File: config.mk
export PLATFORM = sky130hd
export DESIGN_NAME = wz_codec
export DESIGN_NICKNAME = d
export VERILOG_FILES = /design/src/rtl/wz_pkg.sv /design/src/rtl/wz_rst_sync.sv /design/src/rtl/wz_lru.sv /design/src/rtl/wz_zone_match.sv /design/src/rtl/wz_encoder.sv /design/src/rtl/wz_decoder.sv /design/src/rtl/wz_codec.sv
export SDC_FILE = /design/constraint.sdc
export NUM_CORES = 1
export LEC_CHECK = 0
export ABC_CLOCK_PERIOD_IN_PS = 13500
export BUFFER_PORTS_ARGS = -buffer_cell sky130_fd_sc_hd__buf_4
export CORE_UTILIZATION = 59
export CTS_CLUSTER_SIZE = 14
export DETAILED_ROUTE_END_ITERATION = 8
export PLACE_DENSITY = 0.75
export SLEW_MARGIN = 30
export SYNTH_ARGS = -nofsm -noshare
export SYNTH_HDL_FRONTEND = slang
export SYNTH_HIERARCHICAL = 1
export SYNTH_SLANG_ARGS = --single-unit
File: constraint.sdc
create_clock -name clk -period 13.5 [get_ports clk]
set_clock_uncertainty 0.2 [all_clocks]
set_input_delay 2.7 -clock clk [delete_from_list [all_inputs] [get_ports clk]]
set_output_delay 2.7 -clock clk [all_outputs]
set_load 0.05 [all_outputs]
File: src/rtl/wz_pkg.sv
package wz_pkg;
  localparam int unsigned WZ_ADDR_W = 16;
  localparam int unsigned WZ_ZONES  = 4;
endpackage

File: src/rtl/wz_rst_sync.sv
module wz_rst_sync (
  input  logic clk,
  input  logic rst_n,
  output logic rst_sync_n
);
  logic meta_q;

  always_ff @(posedge clk or negedge rst_n) begin
    if (!rst_n) begin
      meta_q     <= 1'b0;
      rst_sync_n <= 1'b0;
    end else begin
      meta_q     <= 1'b1;
      rst_sync_n <= meta_q;
    end
  end
endmodule

File: src/rtl/wz_lru.sv
module wz_lru #(
  parameter int unsigned ZONES = 4,
  parameter int unsigned ZW    = $clog2(ZONES)
) (
  input  logic          clk,
  input  logic          rst_n,
  input  logic          touch_en,
  input  logic [ZW-1:0] touch_idx,
  output logic [ZW-1:0] victim
);
  localparam logic [ZW-1:0] OLDEST = ZW'(ZONES - 1);

  logic [ZW-1:0] age_q [ZONES];
  logic [ZW-1:0] age_d [ZONES];

  always_comb begin
    victim = '0;
    for (int j = 0; j < ZONES; j++) begin
      if (age_q[j] == OLDEST) victim = ZW'(j);
    end
  end

  always_comb begin
    for (int j = 0; j < ZONES; j++) begin
      age_d[j] = age_q[j];
      if (touch_en) begin
        if (ZW'(j) == touch_idx)
          age_d[j] = '0;
        else if (age_q[j] < age_q[touch_idx])
          age_d[j] = age_q[j] + 1'b1;
      end
    end
  end

  always_ff @(posedge clk or negedge rst_n) begin
    if (!rst_n) begin
      for (int j = 0; j < ZONES; j++) age_q[j] <= ZW'(ZONES - 1 - j);
    end else if (touch_en) begin
      for (int j = 0; j < ZONES; j++) age_q[j] <= age_d[j];
    end
  end
endmodule

File: src/rtl/wz_zone_match.sv
module wz_zone_match #(
  parameter int unsigned AW = 16,
  parameter int unsigned PW = $clog2(AW)
) (
  input  logic [AW-1:0] addr,
  input  logic [AW-1:0] base,
  input  logic          zone_ok,
  output logic          hit,
  output logic [PW-1:0] offset
);
  logic [AW-1:0] diff;

  always_comb begin
    diff   = addr - base;
    hit    = zone_ok && (diff < AW'(AW));
    offset = diff[PW-1:0];
  end
endmodule

File: src/rtl/wz_encoder.sv
module wz_encoder #(
  parameter int unsigned AW    = 16,
  parameter int unsigned ZONES = 4,
  parameter int unsigned ZW    = $clog2(ZONES)
) (
  input  logic          clk,
  input  logic          rst_n,
  input  logic          in_valid,
  input  logic [AW-1:0] in_addr,
  output logic          bus_valid,
  output logic [AW-1:0] bus_lines,
  output logic          bus_hit,
  output logic [ZW-1:0] bus_zone
);
  localparam int unsigned PW = $clog2(AW);

  logic [AW-1:0] base_q [ZONES];
  logic [ZONES-1:0] zval_q;
  logic [ZONES-1:0] hit_vec;
  logic [PW-1:0]    off_arr [ZONES];
  logic             any_hit;
  logic [ZW-1:0]    hit_idx;
  logic [PW-1:0]    hit_off;
  logic [ZW-1:0]    victim;
  logic [ZW-1:0]    touch_idx;
  logic [AW-1:0]    lines_d;

  for (genvar z = 0; z < ZONES; z++) begin : g_match
    wz_zone_match #(.AW(AW), .PW(PW)) u_match (
      .addr    (in_addr),
      .base    (base_q[z]),
      .zone_ok (zval_q[z]),
      .hit     (hit_vec[z]),
      .offset  (off_arr[z])
    );
  end

  always_comb begin
    any_hit = 1'b0;
    hit_idx = '0;
    hit_off = '0;
    for (int z = ZONES - 1; z >= 0; z--) begin
      if (hit_vec[z]) begin
        any_hit = 1'b1;
        hit_idx = ZW'(z);
        hit_off = off_arr[z];
      end
    end
    touch_idx = any_hit ? hit_idx : victim;
    lines_d   = any_hit ? (AW'(1) << hit_off) : in_addr;
  end

  wz_lru #(.ZONES(ZONES), .ZW(ZW)) u_lru (
    .clk       (clk),
    .rst_n     (rst_n),
    .touch_en  (in_valid),
    .touch_idx (touch_idx),
    .victim    (victim)
  );

  always_ff @(posedge clk or negedge rst_n) begin
    if (!rst_n) begin
      for (int z = 0; z < ZONES; z++) base_q[z] <= '0;
      zval_q <= '0;
    end else if (in_valid && !any_hit) begin
      base_q[victim] <= in_addr;
      zval_q[victim] <= 1'b1;
    end
  end

  always_ff @(posedge clk or negedge rst_n) begin
    if (!rst_n) begin
      bus_valid <= 1'b0;
      bus_lines <= '0;
      bus_hit   <= 1'b0;
      bus_zone  <= '0;
    end else begin
      bus_valid <= in_valid;
      if (in_valid) begin
        bus_lines <= lines_d;
        bus_hit   <= any_hit;
        bus_zone  <= touch_idx;
      end
    end
  end
endmodule

File: src/rtl/wz_decoder.sv
module wz_decoder #(
  parameter int unsigned AW    = 16,
  parameter int unsigned ZONES = 4,
  parameter int unsigned ZW    = $clog2(ZONES)
) (
  input  logic          clk,
  input  logic          rst_n,
  input  logic          bus_valid,
  input  logic [AW-1:0] bus_lines,
  input  logic          bus_hit,
  input  logic [ZW-1:0] bus_zone,
  output logic          out_valid,
  output logic [AW-1:0] out_addr
);
  localparam int unsigned PW = $clog2(AW);

  logic [AW-1:0] base_q [ZONES];
  logic [ZW-1:0] victim;
  logic [ZW-1:0] touch_idx;
  logic [PW-1:0] pos;

  always_comb begin
    pos = '0;
    for (int i = 0; i < AW; i++) begin
      if (bus_lines[i]) pos = PW'(i);
    end
    touch_idx = bus_hit ? bus_zone : victim;
    out_valid = bus_valid;
    out_addr  = bus_hit ? (base_q[bus_zone] + AW'(pos)) : bus_lines;
  end

  wz_lru #(.ZONES(ZONES), .ZW(ZW)) u_lru (
    .clk       (clk),
    .rst_n     (rst_n),
    .touch_en  (bus_valid),
    .touch_idx (touch_idx),
    .victim    (victim)
  );

  always_ff @(posedge clk or negedge rst_n) begin
    if (!rst_n) begin
      for (int z = 0; z < ZONES; z++) base_q[z] <= '0;
    end else if (bus_valid && !bus_hit) begin
      base_q[victim] <= bus_lines;
    end
  end
endmodule

File: src/rtl/wz_codec.sv
module wz_codec
  import wz_pkg::*;
#(
  parameter int unsigned AW    = WZ_ADDR_W,
  parameter int unsigned ZONES = WZ_ZONES,
  parameter int unsigned ZW    = $clog2(ZONES)
) (
  input  logic          clk,
  input  logic          rst_n,
  input  logic          in_valid,
  input  logic [AW-1:0] in_addr,
  output logic          bus_valid,
  output logic [AW-1:0] bus_lines,
  output logic          bus_hit,
  output logic [ZW-1:0] bus_zone,
  output logic          out_valid,
  output logic [AW-1:0] out_addr
);
  logic rst_sync_n;

  wz_rst_sync u_rst (
    .clk        (clk),
    .rst_n      (rst_n),
    .rst_sync_n (rst_sync_n)
  );

  wz_encoder #(.AW(AW), .ZONES(ZONES), .ZW(ZW)) u_enc (
    .clk       (clk),
    .rst_n     (rst_sync_n),
    .in_valid  (in_valid),
    .in_addr   (in_addr),
    .bus_valid (bus_valid),
    .bus_lines (bus_lines),
    .bus_hit   (bus_hit),
    .bus_zone  (bus_zone)
  );

  wz_decoder #(.AW(AW), .ZONES(ZONES), .ZW(ZW)) u_dec (
    .clk       (clk),
    .rst_n     (rst_sync_n),
    .bus_valid (bus_valid),
    .bus_lines (bus_lines),
    .bus_hit   (bus_hit),
    .bus_zone  (bus_zone),
    .out_valid (out_valid),
    .out_addr  (out_addr)
  );
endmodule

## Word level (Yosys, flattened, before mapping)

Index checks and enable logic that the tools add are counted.
W data, S select, Z words.

- Register bits after elaboration: 170
- Input port bits: 19
- Output and inout port bits: 37
- Logic and storage cells: 175

- $add $sub $neg: 13
- Magnitude comparators: 21
- Equal/unequal tests: 12
- Shift-type cells: 1
- Mux-type cells: 70
- Bitwise gates (word level): 6
- Reduce and logical (&&, ||, !) cells: 29

Operators by type and width:

| cell | count |
|---|---|
| $bwmux W64 | 2 |
| $mux W16 | 6 |
| $mux W4 | 18 |
| $demux W16 S2 | 2 |
| $lt A16 B5 Y1 const B | 4 |
| $sub A16 B16 Y16 | 4 |
| $mux W2 | 30 |
| $bmux W16 S2 | 1 |
| $add A16 B4 Y16 | 1 |
| $add A2 B1 Y2 const B | 8 |
| $lt A2 B2 Y1 | 8 |
| $reduce_and A2 Y1 | 8 |
| $reduce_bool A2 Y1 | 8 |
| $shl A1 B4 Y16 const A | 1 |
| $ge A3 B3 Y1 const B | 5 |
| $not A2 Y3 | 5 |
| $eq A2 B2 Y1 const B | 6 |
| $logic_and A1 B1 Y1 | 9 |
| $bmux W2 S2 | 2 |
| $eq A2 B2 Y1 const A | 4 |
| $mux W1 | 8 |
| $lt A3 B1 Y1 const B | 2 |
| $eq A1 B2 Y1 const A | 2 |
| $logic_not A2 Y1 | 2 |
| 5 further kinds | 6 |

## Depth between registers and ports, before layout

Gate-level depths: netlist of run 1.

- Depth in word-level cells: 17
- Depth in mapped cells: 22
- Gate-level depth less buffers: 20

## Modules after synthesis

Netlist of run 1, hierarchy kept.

Modules (own cells, without submodules):

| module | times used | cells each | area an instance (sq um) | sequential area each (sq um) |
|---|---|---|---|---|
| wz_zone_match | 4 | 142 | 973.4 | 0.0 |
| wz_encoder | 1 | 246 | 3628.5 | 2202.1 |
| wz_decoder | 1 | 272 | 3495.9 | 1601.5 |
| wz_lru (u_dec.u_lru) | 1 | 77 | 721.9 | 205.2 |
| wz_lru (u_enc.u_lru) | 1 | 76 | 705.7 | 205.2 |
| wz_rst_sync | 1 | 3 | 53.8 | 50.0 |

## Worst setup path after synthesis of run 1

No wires, ideal clock.

- Path type: input to register
- Start: input in_addr[0]
- End: register u_enc/u_lru/age_q[7] in the netlist's numbering
- Library setup time: 0.079 ns
- Arrival time: 6.574 ns
- Data required time: 13.221 ns
- Setup slack: 6.647 ns
- Stages on the path: 20
- Path buffers: 1
- Cell sequence: inv_1 -> ha_1 -> fa_1 -> nor2b_4 -> o2111a_1 -> or3_1 -> a221oi_2 -> nand4_1 -> a2111oi_2 -> nor2_1 -> nor2_1 -> nor2_1 -> nor2_1 -> buf_6 -> mux4_1 -> inv_1 -> ha_1 -> nor3b_1 -> o21ai_0 -> a22o_1

- Cells in the longest elaborated chain, start to end: 15
- Elaborated cells on any way between the ends: 30
- Those cells by class: add/sub (4); order compare (5); mux (13); bitwise (1); reduce/logical (7)

RTL lines:

| what | RTL line | RTL |
|---|---|---|
| from (decl) | wz_codec.sv:11 | `input logic [AW-1:0] in_addr,` |
| $sub A16 B16 Y16 * | wz_zone_match.sv:14 | `diff = addr - base;` |
| $lt A16 B5 Y1 * | wz_zone_match.sv:15 | `hit = zone_ok && (diff < AW'(AW));` |
| $logic_and A1 B1 Y1 * | wz_zone_match.sv:15 |  |
| named net u_enc.hit_vec[3] | wz_encoder.sv:19 | `logic [ZONES-1:0] hit_vec;` |
| $mux W2 or $mux W1 (tied branches) (4 in series) | wz_encoder.sv:43 | `if (hit_vec[z]) begin` |
| $mux W2 * | wz_encoder.sv:49 | `touch_idx = any_hit ? hit_idx : victim;` |
| named net u_enc.touch_idx[0] | wz_encoder.sv:25 | `logic [ZW-1:0] touch_idx;` |
| $not A2 Y3 (implied by the code) | wz_lru.sv:29 | `else if (age_q[j] < age_q[touch_idx])` |
| $bmux W2 S2 | wz_lru.sv:29 |  |
| $mux W2 (implied by the code) (2 in series) | wz_lru.sv:29 |  |
| $lt A2 B2 Y1 | wz_lru.sv:29 |  |
| $reduce_bool A2 Y1 (no source line) | -- |  |
| $reduce_and A2 Y1 (no source line) | -- |  |
| to (decl) | wz_lru.sv:13 | `logic [ZW-1:0] age_q [ZONES];` |

The timed path passes the listed nets; every way through them passes the cells marked *. The select of a mux whose other input is x is not followed.
A chain may end at the register's enable or synchronous reset.

## Worst setup path after layout of run 1

- Start: input in_addr[0]
- End: register u_enc/u_lru/age_q[7] in the netlist's numbering

- Elaborated cells on any way between the ends: 30
- Those cells by class: add/sub (4); order compare (5); mux (13); bitwise (1); reduce/logical (7)

RTL lines:

| what | RTL line |
|---|---|
| $sub A16 B16 Y16 * | wz_zone_match.sv:14 |
| $lt A16 B5 Y1 * | wz_zone_match.sv:15 |
| $logic_and A1 B1 Y1 * | wz_zone_match.sv:15 |
| named net u_enc.hit_vec[1] | wz_encoder.sv:19 |
| $mux W2 or $mux W1 (tied branches) (2 in series) | wz_encoder.sv:43 |
| $mux W2 * | wz_encoder.sv:49 |
| named net u_enc.touch_idx[0] | wz_encoder.sv:25 |
| $not A2 Y3 (implied by the code) | wz_lru.sv:29 |
| $bmux W2 S2 | wz_lru.sv:29 |
| $mux W2 (implied by the code) (2 in series) | wz_lru.sv:29 |
| $lt A2 B2 Y1 | wz_lru.sv:29 |
| $reduce_bool A2 Y1 (no source line) | -- |
| $reduce_and A2 Y1 (no source line) | -- |

Marks and branches as above.

==> impl_metrics.ini, run 1 <==
[clock_network]
cts_buffer_depth = 2
cts.sinks = 170
root_buffer = clkbuf_16
hold_buffers = 0
htreeDepth = 4
cts_tree = done
cts_setup_buffers = 0
clkLatencyLatePin_ps = 430
numCtsBuffers = 17
cts_resized = 0
path_clk_slew_ps = 70

[yosys]
ys.flop_type = dfrtp_1
yosysTopAreaCell = dfrtp_1
syn_area_per_cell_um2 = 10.1
ys_seq_area_frac = 0.341
netlist_instances = 1242
synth_common_cells = dfrtp_1, mux2_2, inv_1
synth_top_area_share = 0.324
synth.area.top_cells = dfrtp_1, mux2_2, ha_1
synth_seq_cells = 170
synth_cell_types = 88
synth-edff-count = 0
synth.cell_area_mm2 = 0.0125
yosysMostFrequentCell = dfrtp_1
async_flop_share = 1.00
ys_warn_count = 6
synth_nets = 1344

[setup_path]
worst_r2r_endpoint = u_enc/u_lru/age_q[7]$_DFFE_PN1P_
end_kind = flip-flop
cp-start-kind = primary input
worstReg2RegStart = u_enc/base_q[36]$_DFFE_PN0P_
cp.buffers_inverters = 3
cpLargestDelayFamily = compound AO/OA/AOI/OAI gates
crit_chain = buf_4 > inv_1 > ha_1 > fa_1 > nor2b_4 > o2111ai_1 > a21boi_1 > o2111a_1 > nor3_2 > a2111oi_2 > nor2_1 > nor2_1 > mux4_1 > inv_1 > ha_1 > nor3b_1 > o21ai_0 > a22o_1
path_max_fanout = 9
r2r_slack_ps = 7950
slowest_delay_ps = 950
cp_slowest_cell = a2111oi_2
worstPathArrival_ps = 7790
required_ps = 13660
path_class = in -> reg
rr_worst_depth = 16

[route]
wire_per_inst_um = 18.9
via_per_inst = 6.26
antenna_left = 0
drc_errors = 0
first_pass_iters = 5
first_iter_violations = 705
num_vias = 9788
wl_um = 29600

[place]
finalWeightedCongestion = 0.893
port_buffers = 55
dp_hpwl_um = 20700

[cells_and_area]
nets = 1383
drive_gt1_frac = 0.237
area_delta_synth_final_pct = 9.74
antenna_cells = 0

[pwr]
total_leakage_power_uw = 0.00611
vdd_drop_max_mv = 0.0930
p_per_area_mw_per_mm2 = 101

[floorplanning]
die_w_um = 148
die_height_um = 148
ios = 56
fp.coreArea_mm2 = 0.0205
core.rowCount = 52
start_util = 0.610
die_area_mm2 = 0.0218

[timing]
fmax_ghz = 0.131
slew_headroom = 0.308
layout_min_cycle_time_ps = 7630
period_share = 0.565
rsz0062_at_grt = false
setup-violations-final = 0
hold_viol_final = 0
fin_setup_tns_ps = 0
slew_violations = 0
tightest_slew_ps = 1040
whs_ps = 100

[run_status]
outcome = finished, final reports clean

[global_routing]
track_usage = 0.285
grt_pass1_wl_um = 49000
grt_max_degree = 73
grt_overflow = 0
grt_pass1_vias = 9541
grt_antenna_before_repair = 0

[job]
cap_violations = 0

[worst_hold_path]
hold_class = reg -> async
==> state kept, by name (all words and copies together), names as in the netlist <==
signal / flops
u_dec/base_q: 64
u_dec/u_lru/age_q: 8
u_enc/base_q: 64
u_enc/bus_hit: 1
u_enc/bus_lines: 16
u_enc/bus_valid: 1
u_enc/bus_zone: 2
u_enc/u_lru/age_q: 8
u_enc/zval_q: 4
u_rst/meta_q: 1
u_rst/rst_sync_n: 1
==> how the worst max path moves through the flow <==
stage                     from                          endpoint  cells past startpoint
floorplan           in_addr[0]  u_enc/u_lru/age_q[7]$_DFFE_PN1P_                     20
global placement    in_addr[4]  u_enc/u_lru/age_q[7]$_DFFE_PN1P_                     16
detailed placement  in_addr[0]  u_enc/u_lru/age_q[7]$_DFFE_PN1P_                     18
CTS                 in_addr[0]  u_enc/u_lru/age_q[7]$_DFFE_PN1P_                     18
global route        in_addr[0]  u_enc/u_lru/age_q[7]$_DFFE_PN1P_                     18
finish              in_addr[0]  u_enc/u_lru/age_q[7]$_DFFE_PN1P_                     18
==> per-stage QoR <==
step	power (uW)	area [um2]	setup WS, ps	util	instances
after floorplan	796	12500	6650	-	1242
after global placement	876	13100	5640	0.639	1532
after detailed placement	884	13100	5550	0.640	1532
after CTS	1390	13700	5970	0.669	1564
after global routing	1440	13700	5560	0.669	1564
final	1380	13700	5870	0.669	1564
==> report_power, final <==
part	internal (uW)	leakage, uW	switching, uW	total (uW)
Combinational	126	0.00358	201	327
Sequential	527	0.00224	24.8	552
Clock	266	0.000295	234	501
Total	920	0.00611	460	1380
==> cells by family after synthesis <==
family | count (synthesis) | synth area share
simple gates | 344 | 0.160
flops | 170 | 0.341
mux | 164 | 0.167
fa+ha+maj | 83 | 0.0861
buf+inv | 146 | 0.0515
xor+xnor | 26 | 0.0182
other cells | 1 | 0.000300
compound gates | 308 | 0.175
==> cell usage in the layout, fill, tap and decap left out, types with 6 or more instances in the layout <==
| master | count |
|---|---|
| dfrtp_1 | 161 |
| mux2_2 | 126 |
| inv_1 | 98 |
| a21oi_1 | 95 |
| ha_1 | 78 |
| nor2_1 | 76 |
| nand2_1 | 67 |
| buf_4 | 63 |
| o21ai_0 | 53 |
| nand2b_1 | 32 |
| nor2b_1 | 31 |
| nand3_1 | 29 |
| xnor2_1 | 19 |
| clkbuf_16 | 17 |
| o21a_1 | 16 |
| a221o_1 | 16 |
| mux2i_1 | 14 |
| a21o_1 | 14 |
| nor3b_1 | 11 |
| nand3b_1 | 10 |
| a211oi_1 | 10 |
| o311ai_0 | 10 |
| mux4_2 | 9 |
| nor3_1 | 9 |
| mux4_1 | 9 |
| and3_1 | 9 |
| dfstp_2 | 8 |
| and2_1 | 8 |
| o2111a_1 | 8 |
| a221oi_2 | 8 |
| or3_1 | 8 |
| o221ai_1 | 8 |
| xor2_1 | 7 |
| nand4b_1 | 7 |
| mux2_4 | 6 |
==> area by class of cell <==
cell class / instances / area, um2
inverter: 102 / 383
tap: 270 / 338
timing repair buffer: 64 / 484
clock buffer: 18 / 429
multi-input combinational: 926 / 7640
clock inverter: 14 / 171
fill: 1638 / 6780
sequential: 170 / 4270
==> layer usage <==
metal	wire length (um)	track usage	up-vias	share of wire
li1	-	-	4653	-
met1	13600	0.394	4876	0.46
met2	14200	0.460	214	0.48
met3	1150	0.0389	45	0.039
met4	651	0.0985	0	0.022
met5	0	0	-	0
Power figures use the tool's default switching activity.
==> inputs of run 2 (changes only) <==
- ABC_CLOCK_PERIOD_IN_PS: 13500 -> 6500
- CORE_UTILIZATION: 59 -> 57
- PLACE_DENSITY: 0.75 -> 0.76
- clock period: 13.5 -> 6.5 ns (I/O delays scaled with it)
==> impl_metrics.ini, run 2 (synthesis results as in run 1) <==
[route]
wire_per_inst_um = 18.8
num_vias = 9869
wl_um = 29500
first_pass_iters = 7
first_iter_violations = 668
antenna_left = 0
via_per_inst = 6.27
drc_errors = 0

[timing]
slew_violations = 0
hold_viol_final = 0
fmax_ghz = 0.174
rsz0062_at_grt = false
slew_headroom = 0.370
tightest_slew_ps = 945
setup-violations-final = 0
layout_min_cycle_time_ps = 5740
fin_setup_tns_ps = 0
period_share = 0.883

[pwr]
p_per_area_mw_per_mm2 = 210
total_leakage_power_uw = 0.00614
vdd_drop_max_mv = 0.134

[clock_network]
clkLatencyLatePin_ps = 430
numCtsBuffers = 17
cts_setup_buffers = 0
cts_resized = 0
cts_tree = done
path_clk_slew_ps = 70
cts_buffer_depth = 2
root_buffer = clkbuf_16
cts.sinks = 170
htreeDepth = 4
hold_buffers = 0

[cells_and_area]
drive_gt1_frac = 0.241
final_cells = 1574
layout_commonest_cell = dfrtp_1
reg_top3 = u_dec/base_q: 64 flops, u_enc/base_q: 64 flops, u_enc/bus_lines: 16 flops
antenna_cells = 0
final_cell_mix = dfrtp_1, mux2_2, inv_1
nets = 1388
area_delta_synth_final_pct = 10.1

[global_routing]
grt_max_degree = 85
grt_pass1_vias = 9540
track_usage = 0.273
grt_overflow = 0
grt_antenna_before_repair = 0
grt_pass1_wl_um = 48200

[floorplanning]
fp.coreArea_mm2 = 0.0213
die_w_um = 150
core.rowCount = 53
ios = 56
start_util = 0.587
die_height_um = 150
die_area_mm2 = 0.0225

[setup_path]
worstPathArrival_ps = 5900
cpMostUsedCell = nor2_1
required_ps = 6660
cp-start-kind = primary input
cpLargestDelayFamily = compound AO/OA/AOI/OAI gates
path_class = in -> reg
cp_slowest_cell = a2111oi_2
slowest_delay_ps = 810
path_max_fanout = 9
cp.buffers_inverters = 2
crit_chain = buf_4 > ha_1 > a21o_1 > a21oi_1 > a21oi_1 > o311ai_0 > o221ai_1 > a2111oi_2 > nor2_1 > nor2_1 > nor2_1 > nor2_1 > mux4_1 > inv_1 > ha_1 > nor3b_1 > o21ai_0 > a22o_1
end_kind = flip-flop

[place]
dp_hpwl_um = 20700
finalWeightedCongestion = 0.877
dp_cells = 1542
port_buffers = 55

[run_status]
outcome = finished, final reports clean

[job]
cap_violations = 0

[worst_hold_path]
hold_class = reg -> async
## run 2: report_power, final
| group | total [uW] | internal, uW | switching [uW] | leakage [uW] |
|---|---|---|---|---|
| Clock | 1080 | 625 | 452 | 0.000304 |
| Sequential | 1140 | 1100 | 48.0 | 0.00224 |
| Combinational | 675 | 262 | 413 | 0.00360 |
| Total | 2890 | 1980 | 912 | 0.00614 |
## run 2: worst paths after layout
kind	start	to	slack [ps]	cells past startpoint
setup / recovery	in_addr[4]	u_enc/u_lru/age_q[7]$_DFFE_PN1P_	760	18
hold reg to reg	u_rst/rst_sync_n$_DFF_PN0_	u_enc/base_q[50]$_DFFE_PN0P_	40	0
min in group clk	u_rst/meta_q$_DFF_PN0_	u_rst/rst_sync_n$_DFF_PN0_	150	0
max in group asynchronous	u_rst/rst_sync_n$_DFF_PN0_	u_enc/base_q[12]$_DFFE_PN0P_	4960	1
hold / removal	u_rst/rst_sync_n$_DFF_PN0_	u_enc/base_q[50]$_DFFE_PN0P_	40	0
setup reg to reg	u_enc/base_q[0]$_DFFE_PN0P_	u_enc/u_lru/age_q[7]$_DFFE_PN1P_	1440	18
## run 2: through the flow
step	total power (uW)	setup slack (ps)	hold slack [ps]	utilization	cell area [um2]
after floorplan	1650	1050	131	-	12500
after global placement	1820	456	46.5	0.617	13100
after detailed placement	1830	392	48.6	0.618	13100
after CTS	2910	856	51.7	0.647	13800
after global routing	3030	530	70.5	0.647	13800
final	2890	759	36.3	0.647	13800
## run 2: layout make-up
cell class | count | area [um2]
clock buffer | 18 | 439
clock inverter | 14 | 180
fill | 1709 | 7520
inverter | 102 | 383
multi-input combinational | 926 | 7630
sequential | 170 | 4270
tap | 275 | 344
timing repair buffer | 69 | 522
## run 2: routing by layer
metal  global-route usage  part of all wire  routed length (um)
met1                0.345              0.44               13000
met2                0.471              0.49               14500
met3               0.0476             0.044                1300
met4               0.0924             0.027                 784
met5                    0                 0                   0
==> inputs of run 3 (changes only) <==
- CELL_PAD_IN_SITES_DETAIL_PLACEMENT: unset -> 0
- CELL_PAD_IN_SITES_GLOBAL_PLACEMENT: unset -> 2
- CORE_UTILIZATION: 57 -> 36
- SYNTH_HIERARCHICAL: 1 -> unset
==> impl_metrics.ini, run 3 <==
[pwr]
power_switching_uw = 3220
seq_power_share = 0.252
p_comb_frac = 0.582
vdd_drop_max_mv = 0.226
netSwitchingFraction = 0.445
p_int_uw = 4020
power_frac_clock = 0.165
p_per_area_mw_per_mm2 = 523
total_leakage_power_uw = 0.00597

[timing]
fin_setup_tns_ps = 0
tightest_slew_ps = 943
slew_headroom = 0.370
layout_min_cycle_time_ps = 5710
hold_viol_final = 0
fmax_ghz = 0.175
rsz0062_at_grt = false
setup-violations-final = 0
whs_ps = 159
slew_violations = 0
period_share = 0.878

[yosys]
synth.cell_area_mm2 = 0.0123
async_flop_share = 1.00
synth.area.top_cells = dfrtp_1, ha_1, mux2_2
synth_seq_cells = 170
synth_nets = 1476
synth_cell_types = 93
yosysMostFrequentCell = dfrtp_1
synth_top_area_share = 0.328
synth_common_cells = dfrtp_1, nand2_1, inv_1
yosysTopAreaCell = dfrtp_1
netlist_instances = 1378
syn_area_per_cell_um2 = 8.96
ys_seq_area_frac = 0.345
ys.flop_type = dfrtp_1
ys_warn_count = 0
synth-edff-count = 0

[global_routing]
grt_max_degree = 67
grt_pass1_vias = 10207
grt_pass1_wl_um = 56200
track_usage = 0.204
grt_antenna_before_repair = 0
grt_overflow = 0

[clock_network]
clkLatencyLatePin_ps = 450
cts_setup_buffers = 0
cts_tree = done
cts_resized = 0
path_clk_slew_ps = 70
cts_buffer_depth = 2
cts.sinks = 170
hold_buffers = 0
root_buffer = clkbuf_16
htreeDepth = 4
numCtsBuffers = 17

[floorplanning]
start_util = 0.367
ios = 56
die_w_um = 187
die_height_um = 187
die_area_mm2 = 0.0350
fp.coreArea_mm2 = 0.0336
core.rowCount = 67

[worst_hold_path]
holdPathEnd = u_rst.rst_sync_n$_DFF_PN0_
worst_hold_path.num_cells = 0
hold_start = u_rst.meta_q$_DFF_PN0_
hold_class = reg -> reg

[cells_and_area]
layout_commonest_cell = dfrtp_1
area_delta_synth_final_pct = 12.1
antenna_cells = 0
drive_gt1_frac = 0.162
nets = 1499
reg_top3 = u_dec.base_q: 64 flops, u_enc.base_q: 64 flops, u_enc.bus_lines: 16 flops
final_cell_mix = dfrtp_1, nand2_1, inv_1
fill_cells = 3389
multi_input_area_mm2 = 0.00744
regArea_mm2 = 0.00427

[setup_path]
path_max_fanout = 6
path_class = reg -> out
r2r_slack_ps = 1790
worst_r2r_endpoint = u_enc.base_q[55]$_DFFE_PN0P_
cp-start-kind = flip-flop
rr_worst_depth = 15
end_kind = output port
required_ps = 5000
worstPathArrival_ps = 4210
worstReg2RegStart = u_enc.base_q[48]$_DFFE_PN0P_

[route]
antenna_left = 0
drc_errors = 0
first_iter_violations = 538
wire_per_inst_um = 18.5
num_vias = 10211
via_per_inst = 5.48
first_pass_iters = 5
wl_um = 34400

[place]
dp_hpwl_um = 25200
port_buffers = 55
finalWeightedCongestion = 0.855

[job]
cap_violations = 0

[run_status]
outcome = finished, final reports clean
run 3: critical path: stages (launching register included):
cell and delay, ps:
dfrtp_1 450, inv_1 190, a21oi_1 110, o21bai_1 140, a21oi_1 80, nor2_1 100
nor2_1 50, nor2_1 110, nor2_1 60, nor2_1 100, nor2_1 50, o21bai_1 190
ha_1 200, inv_1 50, fa_1 400, nor2b_1 120, o21ai_0 100, nand2b_1 120
and3_1 220, nand2_1 90, nor2_1 190, nand2_1 90, xor2_1 140, a21oi_1 140
buf_4 210
run 3: layer usage:
metal  up-vias  wire length, um  track usage  share of wire
li1       5065                -            -              -
met1      4954            16100        0.272           0.47
met2       163            16500        0.342           0.48
met3        29             1120       0.0268          0.032
met4         0              617       0.0631          0.018
met5         -                0            0              0
run 3: metrics by stage:
step | worst slack (ps) | cell area, um2 | utilization | total power [uW] | std cells
after floorplan | 722 | 12300 | - | 5080 | 1378
after global placement | 621 | 13100 | 0.391 | 6020 | 1829
after detailed placement | 502 | 13200 | 0.391 | 6050 | 1830
after CTS | 708 | 13800 | 0.412 | 7300 | 1862
after global routing | 279 | 13800 | 0.412 | 7880 | 1862
final | 794 | 13800 | 0.412 | 7240 | 1862
run 3: logic make-up (layout without fill, tap and decap cells):
| logic type | count (synthesis) | count (layout) | share of synthesized area |
|---|---|---|---|
| simple gates | 401 | 401 | 0.158 |
| fa+ha+maj | 79 | 79 | 0.0831 |
| flops | 170 | 170 | 0.345 |
| mux | 113 | 113 | 0.117 |
| compound gates | 414 | 414 | 0.218 |
| xor+xnor | 35 | 35 | 0.0248 |
| other cells | 1 | 1 | 0.000304 |
| buf+inv | 165 | 201 | 0.0534 |
run 3: worst max-delay path by stage:
stage                                   start                            to  slack (ps)  cells after the start
3_5_place_dp                       in_addr[0]  u_enc.base_q[57]$_DFFE_PN0P_         500                     17
4_1_cts        u_enc.bus_lines[2]$_DFFE_PN0P_                  out_addr[14]         710                     24
5_1_grt        u_enc.bus_lines[2]$_DFFE_PN0P_                  out_addr[14]         280                     24
2_1_floorplan   u_enc.bus_zone[0]$_DFFE_PN0P_                  out_addr[13]         720                     13
6_report       u_enc.bus_lines[2]$_DFFE_PN0P_                  out_addr[14]         790                     24
3_3_place_gp                       in_addr[0]  u_enc.base_q[56]$_DFFE_PN0P_         620                     17
run 3: layout make-up:
| type | instances | share of cell area |
|---|---|---|
| timing repair buffer | 68 | 0.0372 |
| sequential | 170 | 0.308 |
| tap | 448 | 0.0405 |
| clock inverter | 15 | 0.0185 |
| inverter | 101 | 0.0274 |
| clock buffer | 17 | 0.0307 |
| multi-input combinational | 1043 | 0.537 |
run 3: power by group through the flow:
stage          sequential (uW)  combinational, uW  clock, uW
6_report                  1830               4210       1200
5_1_grt                   1890               4720       1270
4_1_cts                   1830               4230       1240
3_5_place_dp              1850               4210          0
3_3_place_gp              1830               4190          0
2_1_floorplan             1780               3290          0
